$ cat src/rtl/lapiir_pkg.sv
package lapiir_pkg;

    // Keep the low w bits of v as a signed two's-complement value.
    function automatic longint wrap_bits(input longint v, input int w);
        longint t;
        t = v <<< (64 - w);
        return t >>> (64 - w);
    endfunction

    // Squared loop coefficient, computed at elaboration.
    function automatic longint sq_coef(input longint a, input int f, input int cw);
        return wrap_bits((a * a) >>> f, cw);
    endfunction

endpackage

$ cat src/rtl/lapiir_fx_mul.sv
module lapiir_fx_mul #(
    parameter int DW   = 12,
    parameter int CW   = 10,
    parameter int F    = 6,
    parameter int COEF = 32
) (
    input  logic signed [DW-1:0] din,
    output logic signed [DW-1:0] dout
);
    localparam int PW = DW + CW;
    localparam logic signed [CW-1:0] CC = CW'(COEF);

    logic signed [PW-1:0] d_ext;
    logic signed [PW-1:0] c_ext;
    logic signed [PW-1:0] prod;

    always_comb begin
        d_ext = PW'(din);
        c_ext = PW'(CC);
        prod  = d_ext * c_ext;
        dout  = DW'(prod >>> F);
    end
endmodule

$ cat src/rtl/lapiir_ff_path.sv
module lapiir_ff_path #(
    parameter int DW   = 12,
    parameter int CW   = 10,
    parameter int F    = 6,
    parameter int COEF = 32
) (
    input  logic                 clk,
    input  logic                 rst,
    input  logic                 en,
    input  logic signed [DW-1:0] x_in,
    output logic signed [DW-1:0] ff_q
);
    logic signed [DW-1:0] scaled;

    lapiir_fx_mul #(.DW(DW), .CW(CW), .F(F), .COEF(COEF)) u_mul (
        .din  (x_in),
        .dout (scaled)
    );

    // Register after the multiplier: holds T(A*x(n-1)) when sample n arrives.
    always_ff @(posedge clk) begin
        if (rst)     ff_q <= '0;
        else if (en) ff_q <= scaled;
    end

    a_r6_ff_hold: assert property (@(posedge clk) disable iff (rst)
        !en |=> $stable(ff_q));
endmodule

$ cat src/rtl/lapiir_loop.sv
module lapiir_loop #(
    parameter int DW = 12,
    parameter int CW = 10,
    parameter int F  = 6,
    parameter int A2 = 16
) (
    input  logic                 clk,
    input  logic                 rst,
    input  logic                 en,
    input  logic signed [DW-1:0] x_in,
    input  logic signed [DW-1:0] ff_in,
    output logic signed [DW-1:0] y_q
);
    typedef struct packed {
        logic signed [DW-1:0] y;   // y(n-1)
        logic signed [DW-1:0] m;   // T(A2*y(n-2))
    } loop_state_t;

    loop_state_t st;
    logic signed [DW-1:0] m_next;
    logic signed [DW-1:0] y_next;

    lapiir_fx_mul #(.DW(DW), .CW(CW), .F(F), .COEF(A2)) u_mul (
        .din  (st.y),
        .dout (m_next)
    );

    always_comb y_next = x_in + ff_in + st.m;

    always_ff @(posedge clk) begin
        if (rst) begin
            st <= '0;
        end else if (en) begin
            st.y <= y_next;
            st.m <= m_next;
        end
    end

    assign y_q = st.y;

    a_r6_loop_hold: assert property (@(posedge clk) disable iff (rst)
        !en |=> $stable(st));
endmodule

$ cat src/rtl/lapiir_top.sv
module lapiir_top #(
    parameter int DW     = 12,
    parameter int CW     = 10,
    parameter int F      = 6,
    parameter int COEF_A = 32
) (
    input  logic                 clk,
    input  logic                 rst,
    input  logic                 in_valid,
    input  logic signed [DW-1:0] x_in,
    output logic                 out_valid,
    output logic signed [DW-1:0] y_out
);
    import lapiir_pkg::*;

    localparam int COEF_A2 = int'(sq_coef(longint'(COEF_A), F, CW));

    logic signed [DW-1:0] ff_term;
    logic                 vld_q;

    lapiir_ff_path #(.DW(DW), .CW(CW), .F(F), .COEF(COEF_A)) u_ff (
        .clk  (clk),
        .rst  (rst),
        .en   (in_valid),
        .x_in (x_in),
        .ff_q (ff_term)
    );

    lapiir_loop #(.DW(DW), .CW(CW), .F(F), .A2(COEF_A2)) u_loop (
        .clk   (clk),
        .rst   (rst),
        .en    (in_valid),
        .x_in  (x_in),
        .ff_in (ff_term),
        .y_q   (y_out)
    );

    always_ff @(posedge clk) begin
        if (rst) vld_q <= 1'b0;
        else     vld_q <= in_valid;
    end

    assign out_valid = vld_q;

    a_r1_reset_clear: assert property (@(posedge clk)
        rst |=> (y_out == '0 && !out_valid));
    a_r2_valid_follows: assert property (@(posedge clk) disable iff (rst)
        in_valid |=> out_valid);
    a_r2_idle_follows: assert property (@(posedge clk) disable iff (rst)
        !in_valid |=> !out_valid);
    a_r6_output_hold: assert property (@(posedge clk) disable iff (rst)
        !in_valid |=> $stable(y_out));
endmodule

$ cat config.mk
export PLATFORM = sky130hd
export DESIGN_NAME = lapiir_top
export DESIGN_NICKNAME = d
export VERILOG_FILES = /design/src/rtl/lapiir_pkg.sv /design/src/rtl/lapiir_fx_mul.sv /design/src/rtl/lapiir_ff_path.sv /design/src/rtl/lapiir_loop.sv /design/src/rtl/lapiir_top.sv
export SDC_FILE = /design/constraint.sdc
export NUM_CORES = 1
export LEC_CHECK = 0
export ABC_AREA = 1
export BUFFER_PORTS_ARGS = -buffer_cell sky130_fd_sc_hd__clkbuf_2
export CAP_MARGIN = 20
export CELL_PAD_IN_SITES_DETAIL_PLACEMENT = 0
export CELL_PAD_IN_SITES_GLOBAL_PLACEMENT = 2
export CORE_MARGIN = 2
export CORE_UTILIZATION = 32
export CTS_CLUSTER_DIAMETER = 80
export DETAILED_ROUTE_END_ITERATION = 7
export GPL_TIMING_DRIVEN = 0
export PLACE_DENSITY = 0.78
export SYNTH_ARGS = -nofsm -noshare
export SYNTH_HDL_FRONTEND = slang
export SYNTH_SLANG_ARGS = --single-unit
$ cat constraint.sdc
create_clock -name clk -period 2.3 [get_ports clk]
set_input_delay 0.115 -clock clk [delete_from_list [all_inputs] [get_ports clk]]
set_output_delay 0.115 -clock clk [all_outputs]
set_load 0.005 [all_outputs]
==> impl_metrics.env, run 1 <==
export IMPL_critical_path_max_fanout=3
export IMPL_power_share_clock_pct=31.1
export IMPL_rr_worst_depth=12
export IMPL_synth_edf_count=0
export IMPL_min_period_over_period_pct=96.42
export IMPL_grt_pass1_wl_um=8583
export IMPL_cts_clk_slew_worst_paths_ns=0.07
export IMPL_slew_viol_final=0
export IMPL_finish_utilization_pct=39.26
export IMPL_vias=1874
export IMPL_stdcell_area_um2=2507
export IMPL_rsz0062_at_grt="yes"
export IMPL_finalSetupViolations=0
export IMPL_io_pins=28
export IMPL_fin_setup_tns_ns=0
export IMPL_clock_sinks=34
export IMPL_fp_row_count=29
export IMPL_pwr_share_seq_pct=40.1
export IMPL_async_flop_share_pct=0
export IMPL_synth_cells=292
export IMPL_switching_share_pct=31.49
export IMPL_ant_nets=0
export IMPL_place_area_um2=2345
export IMPL_synth_top_area_share_pct=32.13
export IMPL_die_w_um=85.36
export IMPL_clock_latency_ns=0.28
export IMPL_core_um2=6386
export IMPL_total_leakage_power_uw=0.001292
export IMPL_seq_area_frac_synth_pct=32.13
export IMPL_ys_warnings_count=0
export IMPL_rrSetupSlack_ns=0.08
export IMPL_fin_ws_ns=0.08230
export IMPL_cts_buffers=5
export IMPL_slew_headroom_pct=56.84
export IMPL_cap_violations=0
export IMPL_drt_iter0_drc=55
export IMPL_synth_nets=329
export IMPL_fin_crit_ns=2.218
export IMPL_area_growth_pct=18.37
export IMPL_routed_via_density=4.604
export IMPL_synth_area_um2=2118
export IMPL_antennaDiodeCount=0
export IMPL_die_area_um2=7286
export IMPL_cp_endpoint="u_loop.y_q[9]$_SDFFE_PP0P_"
export IMPL_startpoint_type="register"
export IMPL_cp_data_arrival_time_ns=2.40
export IMPL_initial_core_util_pct=33.17
export IMPL_avgSynthCellArea_um2=7.254
export IMPL_status="finished, final reports clean"
export IMPL_required_ns=2.48
export IMPL_antenna_found_initial=0
export IMPL_grtUsageTotal_pct=15.11
export IMPL_yosysUniqueCellTypes=22
export IMPL_cts_root_buf="clkbuf_8"
export IMPL_clk_path_buf_depth=2
export IMPL_routedWlPerCell_um=12.88
export IMPL_dpl_hpwl_um=4030
export IMPL_hold_worst_slack_ns=0.09373
export IMPL_finalNetCount=366
export IMPL_endpoint_kind="register"
export IMPL_dp_slack_ns=-0.01708
export IMPL_ys_ff_latch=34
export IMPL_hold_viol_final=0
export IMPL_synth_commonest_cells="nand2_1 (82), inv_1 (36), nor2_1 (35)"
export IMPL_hold_buffers=0
export IMPL_ys_top_cells_by_area="dfxtp_1 (32%), nand2_1 (15%), fa_1 (11%), inv_1 (6.4%), nor2_1 (6.2%)"
export IMPL_die_height_um=85.36
export IMPL_grt_pass1_vias=1800
export IMPL_p_per_area_nw_per_um2=668.7
export IMPL_hold_class="in2reg"
export IMPL_skew_ns=0.006113
export IMPL_drive_gt1_share_pct=20.30
export IMPL_ir_drop_uv=216.6
export IMPL_tightest_slew_ns=0.6475
export IMPL_gp_congestion=0.7809
export IMPL_max_freq_mhz=450.9
export IMPL_critPathKind="reg2reg"
export IMPL_drt_total_wl_um=5244
export IMPL_tritoncts="yes"
export IMPL_cp_startpoint="u_ff.ff_q[1]$_SDFFE_PP0P_"
export IMPL_synthFlopType="dfxtp_1"
export IMPL_r2r_start="u_ff.ff_q[1]$_SDFFE_PP0P_"
export IMPL_p_int_uw=1149
export IMPL_drc=0
export IMPL_grt_max_degree=11
export IMPL_synth_top_cell_by_area="dfxtp_1"
export IMPL_yosysMostFrequentCell="nand2_1"
export IMPL_io_buffers=26
export IMPL_r2r_end="u_loop.y_q[9]$_SDFFE_PP0P_"
export IMPL_gr_total_overflow=0
export IMPL_power_switching_uw=528.0
export IMPL_htreeDepth=2
export IMPL_drt_pass1_iterations=4
export IMPL_combPwrFrac_pct=28.7
[layout make-up]
class                   instances  area [µm²]
fillers                       721        3879
well taps                      77       96.34
repair buffers                 30       160.2
plain buffers                  22       143.9
multi-input cells             199        1176
clock buffers                   8       110.1
flip-flops and latches         34       681.9
inverters                      37       138.9
[power by group through the flow]
stage	sequential, µW	clock (µW)	combinational [µW]
finish	672	522	482
global route	679	563	553
CTS	673	541	473
detailed placement	686	0	468
global placement	686	0	468
floorplan	677	0	336
[timing repair]
| item | 4_1_cts | 5_1_grt |
|---|---|---|
| pin swaps | 0 | 5 |
| setup endpoints to repair | 2 | 4 |
| gates resized for setup | 2 | 7 |
| buffers inserted | 0 | 4 |
| endpoints found under the hold margin | 0 | 0 |
[sequential cells by signal (all words and copies together), names as in the netlist]
| signal | count |
|---|---|
| u_ff.ff_q | 11 |
| u_loop.st | 10 |
| out_valid | 1 |
| u_loop.y_q | 12 |
[routing by layer]
layer / global-route usage, % / up-vias / wire (µm) / share of wire [%]
li1: - / 980 / - / -
met4: 6.205 / 0 / 150 / 2.9
met1: 19.47 / 849 / 2469 / 47
met3: 3.502 / 14 / 221 / 4.2
met5: 0 / - / 0 / 0
met2: 24.36 / 31 / 2403 / 46
[per-stage QoR]
| step | std cells | power, µW |
|---|---|---|
| finish | 407 | 1677 |
| global route | 407 | 1795 |
| global placement | 395 | 1154 |
| floorplan | 292 | 1013 |
| CTS | 403 | 1686 |
| detailed placement | 395 | 1154 |
[cells by family (layout without fill, tap and decap cells)]
| family | count (synthesis) | after routing | synth area share (%) |
|---|---|---|---|
| buf+inv | 59 | 97 | 13.35 |
| simple gates | 135 | 135 | 25.58 |
| fa+ha+maj | 22 | 22 | 17.25 |
| compound gates | 39 | 39 | 10.46 |
| xor+xnor | 3 | 3 | 1.241 |
| flops | 34 | 34 | 32.13 |
[worst max-delay path, cell delays in order, from the launching register on]
cell and delay [ns]:
dfxtp_2 0.33, fa_1 0.55, ha_2 0.20, inv_2 0.04, fa_2 0.36, inv_2 0.08, nand3_2 0.06, nand3_2 0.11
nand2_2 0.08, nand3_2 0.08, nand2_1 0.05, o21ai_1 0.13, inv_1 0.04
[worst min path at each step]
| stage | from | to | cells after the start |
|---|---|---|---|
| finish | x_in[2] | u_ff.ff_q[1]$_SDFFE_PP0P_ | 3 |
| global route | x_in[7] | u_ff.ff_q[6]$_SDFFE_PP0P_ | 3 |
| CTS | x_in[8] | u_ff.ff_q[7]$_SDFFE_PP0P_ | 3 |
| detailed placement | x_in[10] | u_ff.ff_q[9]$_SDFFE_PP0P_ | 3 |
| global placement | x_in[8] | u_ff.ff_q[7]$_SDFFE_PP0P_ | 3 |
| floorplan | x_in[4] | u_ff.ff_q[3]$_SDFFE_PP0P_ | 2 |
[layout by cell type (no fill, tap or decap), drive strengths merged]
| cell | synthesis | layout |
|---|---|---|
| nand4 | 2 | 2 |
| o21ai | 5 | 5 |
| buf | 16 | 20 |
| inv | 37 | 37 |
| dfxtp | 34 | 34 |
| ha | 10 | 10 |
| nand3 | 16 | 16 |
| clkbuf | 6 | 40 |
| xnor2 | 1 | 1 |
| a21oi | 24 | 24 |
| nand2 | 82 | 82 |
| nor2 | 35 | 35 |
| xor2 | 2 | 2 |
| fa | 12 | 12 |
| a211oi | 8 | 8 |
| a21o | 2 | 2 |
Note: power is estimated with default switching activity, not from simulation.
==> inputs of run 2 (changes only) <==
--- a/config.mk
+++ b/config.mk
@@ -5,13 +5,12 @@
 export SDC_FILE = /design/constraint.sdc
 export NUM_CORES = 1
 export LEC_CHECK = 0
-export ABC_AREA = 1
 export BUFFER_PORTS_ARGS = -buffer_cell sky130_fd_sc_hd__clkbuf_2
 export CAP_MARGIN = 20
 export CELL_PAD_IN_SITES_DETAIL_PLACEMENT = 0
 export CELL_PAD_IN_SITES_GLOBAL_PLACEMENT = 2
 export CORE_MARGIN = 2
-export CORE_UTILIZATION = 32
+export CORE_UTILIZATION = 35
 export CTS_CLUSTER_DIAMETER = 80
 export DETAILED_ROUTE_END_ITERATION = 7
 export GPL_TIMING_DRIVEN = 0
==> run 2 against run 1 <==
  * The flow now finishes with violations (setup timing)
  * Wire length is 19% lower
  * Sequential power is 1% higher
  * Critical path depth is 3 lower
  * First-iteration DRC count is 1.8% lower
  * Global-route usage is 0.21 points lower
  * Combinational power is 10% lower
  * Worst setup slack worse by 0.19 ns
  * Sequential cell count stayed put
==> impl_metrics.env, run 2 <==
export IMPL_yosysUniqueCellTypes=38
export IMPL_required_ns=2.51
export IMPL_initial_core_util_pct=35.91
export IMPL_hold_class="in2reg"
export IMPL_combPwrFrac_pct=28.3
export IMPL_violations="setup timing"
export IMPL_critPathKind="reg2reg"
export IMPL_drc=0
export IMPL_ys_top_cells_by_area="dfxtp_1 (35%), fa_1 (12%), mux2i_1 (12%), ha_1 (6.4%), nor2_1 (5.4%)"
export IMPL_final_common_cell="dfxtp_1"
export IMPL_ant_nets=0
export IMPL_p_per_area_nw_per_um2=659.5
export IMPL_cts_clk_slew_worst_paths_ns=0.07
export IMPL_cap_violations=0
export IMPL_core_um2=5439
export IMPL_clock_latency_ns=0.29
export IMPL_synth_edf_count=0
export IMPL_avgSynthCellArea_um2=9.621
export IMPL_endpoint_kind="register"
export IMPL_critical_path_max_fanout=2
export IMPL_async_flop_share_pct=0
export IMPL_routed_via_density=4.632
export IMPL_cts_buffers=5
export IMPL_drt_total_wl_um=4260
export IMPL_p_int_uw=1065
export IMPL_cts_root_buf="clkbuf_8"
export IMPL_hp_start="x_in[11]"
export IMPL_cp_startpoint="u_ff.ff_q[1]$_SDFFE_PP0P_"
export IMPL_ir_drop_uv=325.5
export IMPL_synth_commonest_cells="dfxtp_1 (34), nor2_1 (28), mux2i_1 (23)"
export IMPL_final_cell_count_no_fill=310
export IMPL_switching_share_pct=30.74
export IMPL_io_buffers=25
export IMPL_grt_pass1_wl_um=7051
export IMPL_tritoncts="yes"
export IMPL_slew_headroom_pct=58.77
export IMPL_htreeDepth=2
export IMPL_largest_reg_flops=12
export IMPL_yosysMostFrequentCell="dfxtp_1"
export IMPL_rrSetupSlack_ns=-0.10
export IMPL_seq_area_frac_synth_pct=34.85
export IMPL_dp_cells=300
export IMPL_r2r_start="u_ff.ff_q[1]$_SDFFE_PP0P_"
export IMPL_finalSetupViolations=1
export IMPL_area_growth_pct=19.35
export IMPL_grt_max_degree=11
export IMPL_synth_area_um2=1953
export IMPL_ys_ff_latch=34
export IMPL_routedWlPerCell_um=13.74
export IMPL_ys_warnings_count=0
export IMPL_fin_setup_tns_ns=-0.1049
export IMPL_grtUsageTotal_pct=14.90
export IMPL_fp_row_count=27
export IMPL_clock_sinks=34
export IMPL_vias=1436
export IMPL_drt_iter0_drc=54
export IMPL_tightest_slew_ns=0.6184
export IMPL_drive_gt1_share_pct=26.05
export IMPL_crit_chain="fa_1, ha_2, inv_2, fa_2, nor2b_4, o2111a_1, o211a_1, or4b_1, o221ai_1"
export IMPL_die_height_um=78.70
export IMPL_hold_viol_final=0
export IMPL_gr_total_overflow=0
export IMPL_total_leakage_power_uw=0.001105
export IMPL_critPathSlowestCell="fa_1"
export IMPL_grt_pass1_vias=1401
export IMPL_fin_crit_ns=2.405
export IMPL_power_share_clock_pct=27.5
export IMPL_pwr_share_seq_pct=44.2
export IMPL_slew_viol_final=0
export IMPL_antennaDiodeCount=0
export IMPL_dpl_hpwl_um=3116
export IMPL_synth_top_cell_by_area="dfxtp_1"
export IMPL_finalNetCount=275
export IMPL_die_w_um=78.70
export IMPL_antenna_found_initial=0
export IMPL_synth_nets=240
export IMPL_drt_pass1_iterations=4
export IMPL_fin_ws_ns=-0.1049
export IMPL_max_stage_delay_ns=0.46
export IMPL_status="finished with violations"
export IMPL_power_switching_uw=472.5
export IMPL_gp_congestion=0.7575
export IMPL_min_period_over_period_pct=104.6
export IMPL_io_pins=28
export IMPL_synthFlopType="dfxtp_1"
export IMPL_cp_data_arrival_time_ns=2.61
export IMPL_final_cell_mix="dfxtp_1 (31), nor2_1 (28), clkbuf_2 (25)"
export IMPL_synth_top_area_share_pct=34.85
export IMPL_max_freq_mhz=415.8
export IMPL_clk_path_buf_depth=2
export IMPL_die_area_um2=6194
export IMPL_startpoint_type="register"
export IMPL_skew_ns=0.009561
export IMPL_synth_cells=203
export IMPL_rsz0062_at_grt="yes"
run 2: changes by cell type after synthesis, moves of 3 or more:
cell      previous run  this run
nand2_1             82         9
inv_1               36         9
mux2i_1              0        23
a21oi_1             24        12
nand3_1             14         4
nor2_1              35        28
a211oi_1             8         2
a21o_1               1         4
run 2: final cells by class:
class                   count  area [µm²]
plain buffers              21       126.4
multi-input cells         139        1170
repair buffers             28       147.6
flip-flops and latches     34       684.4
clock inverters             2       10.01
inverters                   9       33.78
well taps                  72       90.09
clock buffers               5       68.82
fillers                   575        3108
run 2: timing repair:
item,CTS,global route
resized for setup,6,6
hold endpoints to repair,0,0
hold buffers,0,0
setup buffers,3,0
setup endpoints to repair,4,6
pin swaps,3,1
run 2: power by group through the flow:
stage | clock network [µW] | registers (µW) | logic (µW)
finish | 423 | 680 | 434
global route | 460 | 687 | 488
CTS | 433 | 681 | 431
detailed placement | 0 | 694 | 410
global placement | 0 | 693 | 413
floorplan | 0 | 681 | 304
run 2: routing by layer:
layer	GRT usage [%]	part of all wire (%)	vias up	routed length [µm]
li1	-	-	758	-
met4	4.211	1.3	0	57
met1	19.97	50	652	2144
met2	23.59	44	21	1891
met5	0	0	-	0
met3	4.091	3.9	5	166
run 2: cell families (layout without fill, tap and decap cells):
family	count (synthesis)	in the layout	share of synthesized area (%)
simple gates	56	56	13.45
fa+ha+maj	22	22	18.71
mux	23	23	11.79
buf+inv	30	65	8.200
xor+xnor	4	4	1.794
compound gates	34	34	11.21
flops	34	34	34.85
run 2: through the flow:
stage               area (µm²)  util [%]  setup WS, ns  hold slack, ns  total power [µW]
floorplan                 1968         -      0.004344          0.2622             985.9
global placement          2183     40.14       -0.1542          0.3917              1105
detailed placement        2183     40.14       -0.1551          0.3988              1104
CTS                       2308     42.44      -0.09436          0.1046              1545
global route              2331     42.86       -0.1986          0.1093              1636
finish                    2331     42.86       -0.1049         0.09816              1537
run 2: path summary, 6_finish.rpt:
path / end / cells past startpoint
setup / recovery: u_loop.y_q[9]$_SDFFE_PP0P_ / 9
hold / removal: u_ff.ff_q[10]$_SDFFE_PP0P_ / 3
setup reg to reg: u_loop.y_q[9]$_SDFFE_PP0P_ / 9
hold reg to reg: u_loop.y_q[0]$_SDFFE_PP0P_ / 2
run 2: critical path, delay by kind of cell (launching register included):
kind,cells,cell delay (ns)
flip-flops,1,0.33
AO/OA/AOI/OAI,3,0.56
buffers and inverters,1,0.05
AND/OR/NAND/NOR,2,0.50
adder cells (fa/ha/maj),3,0.88
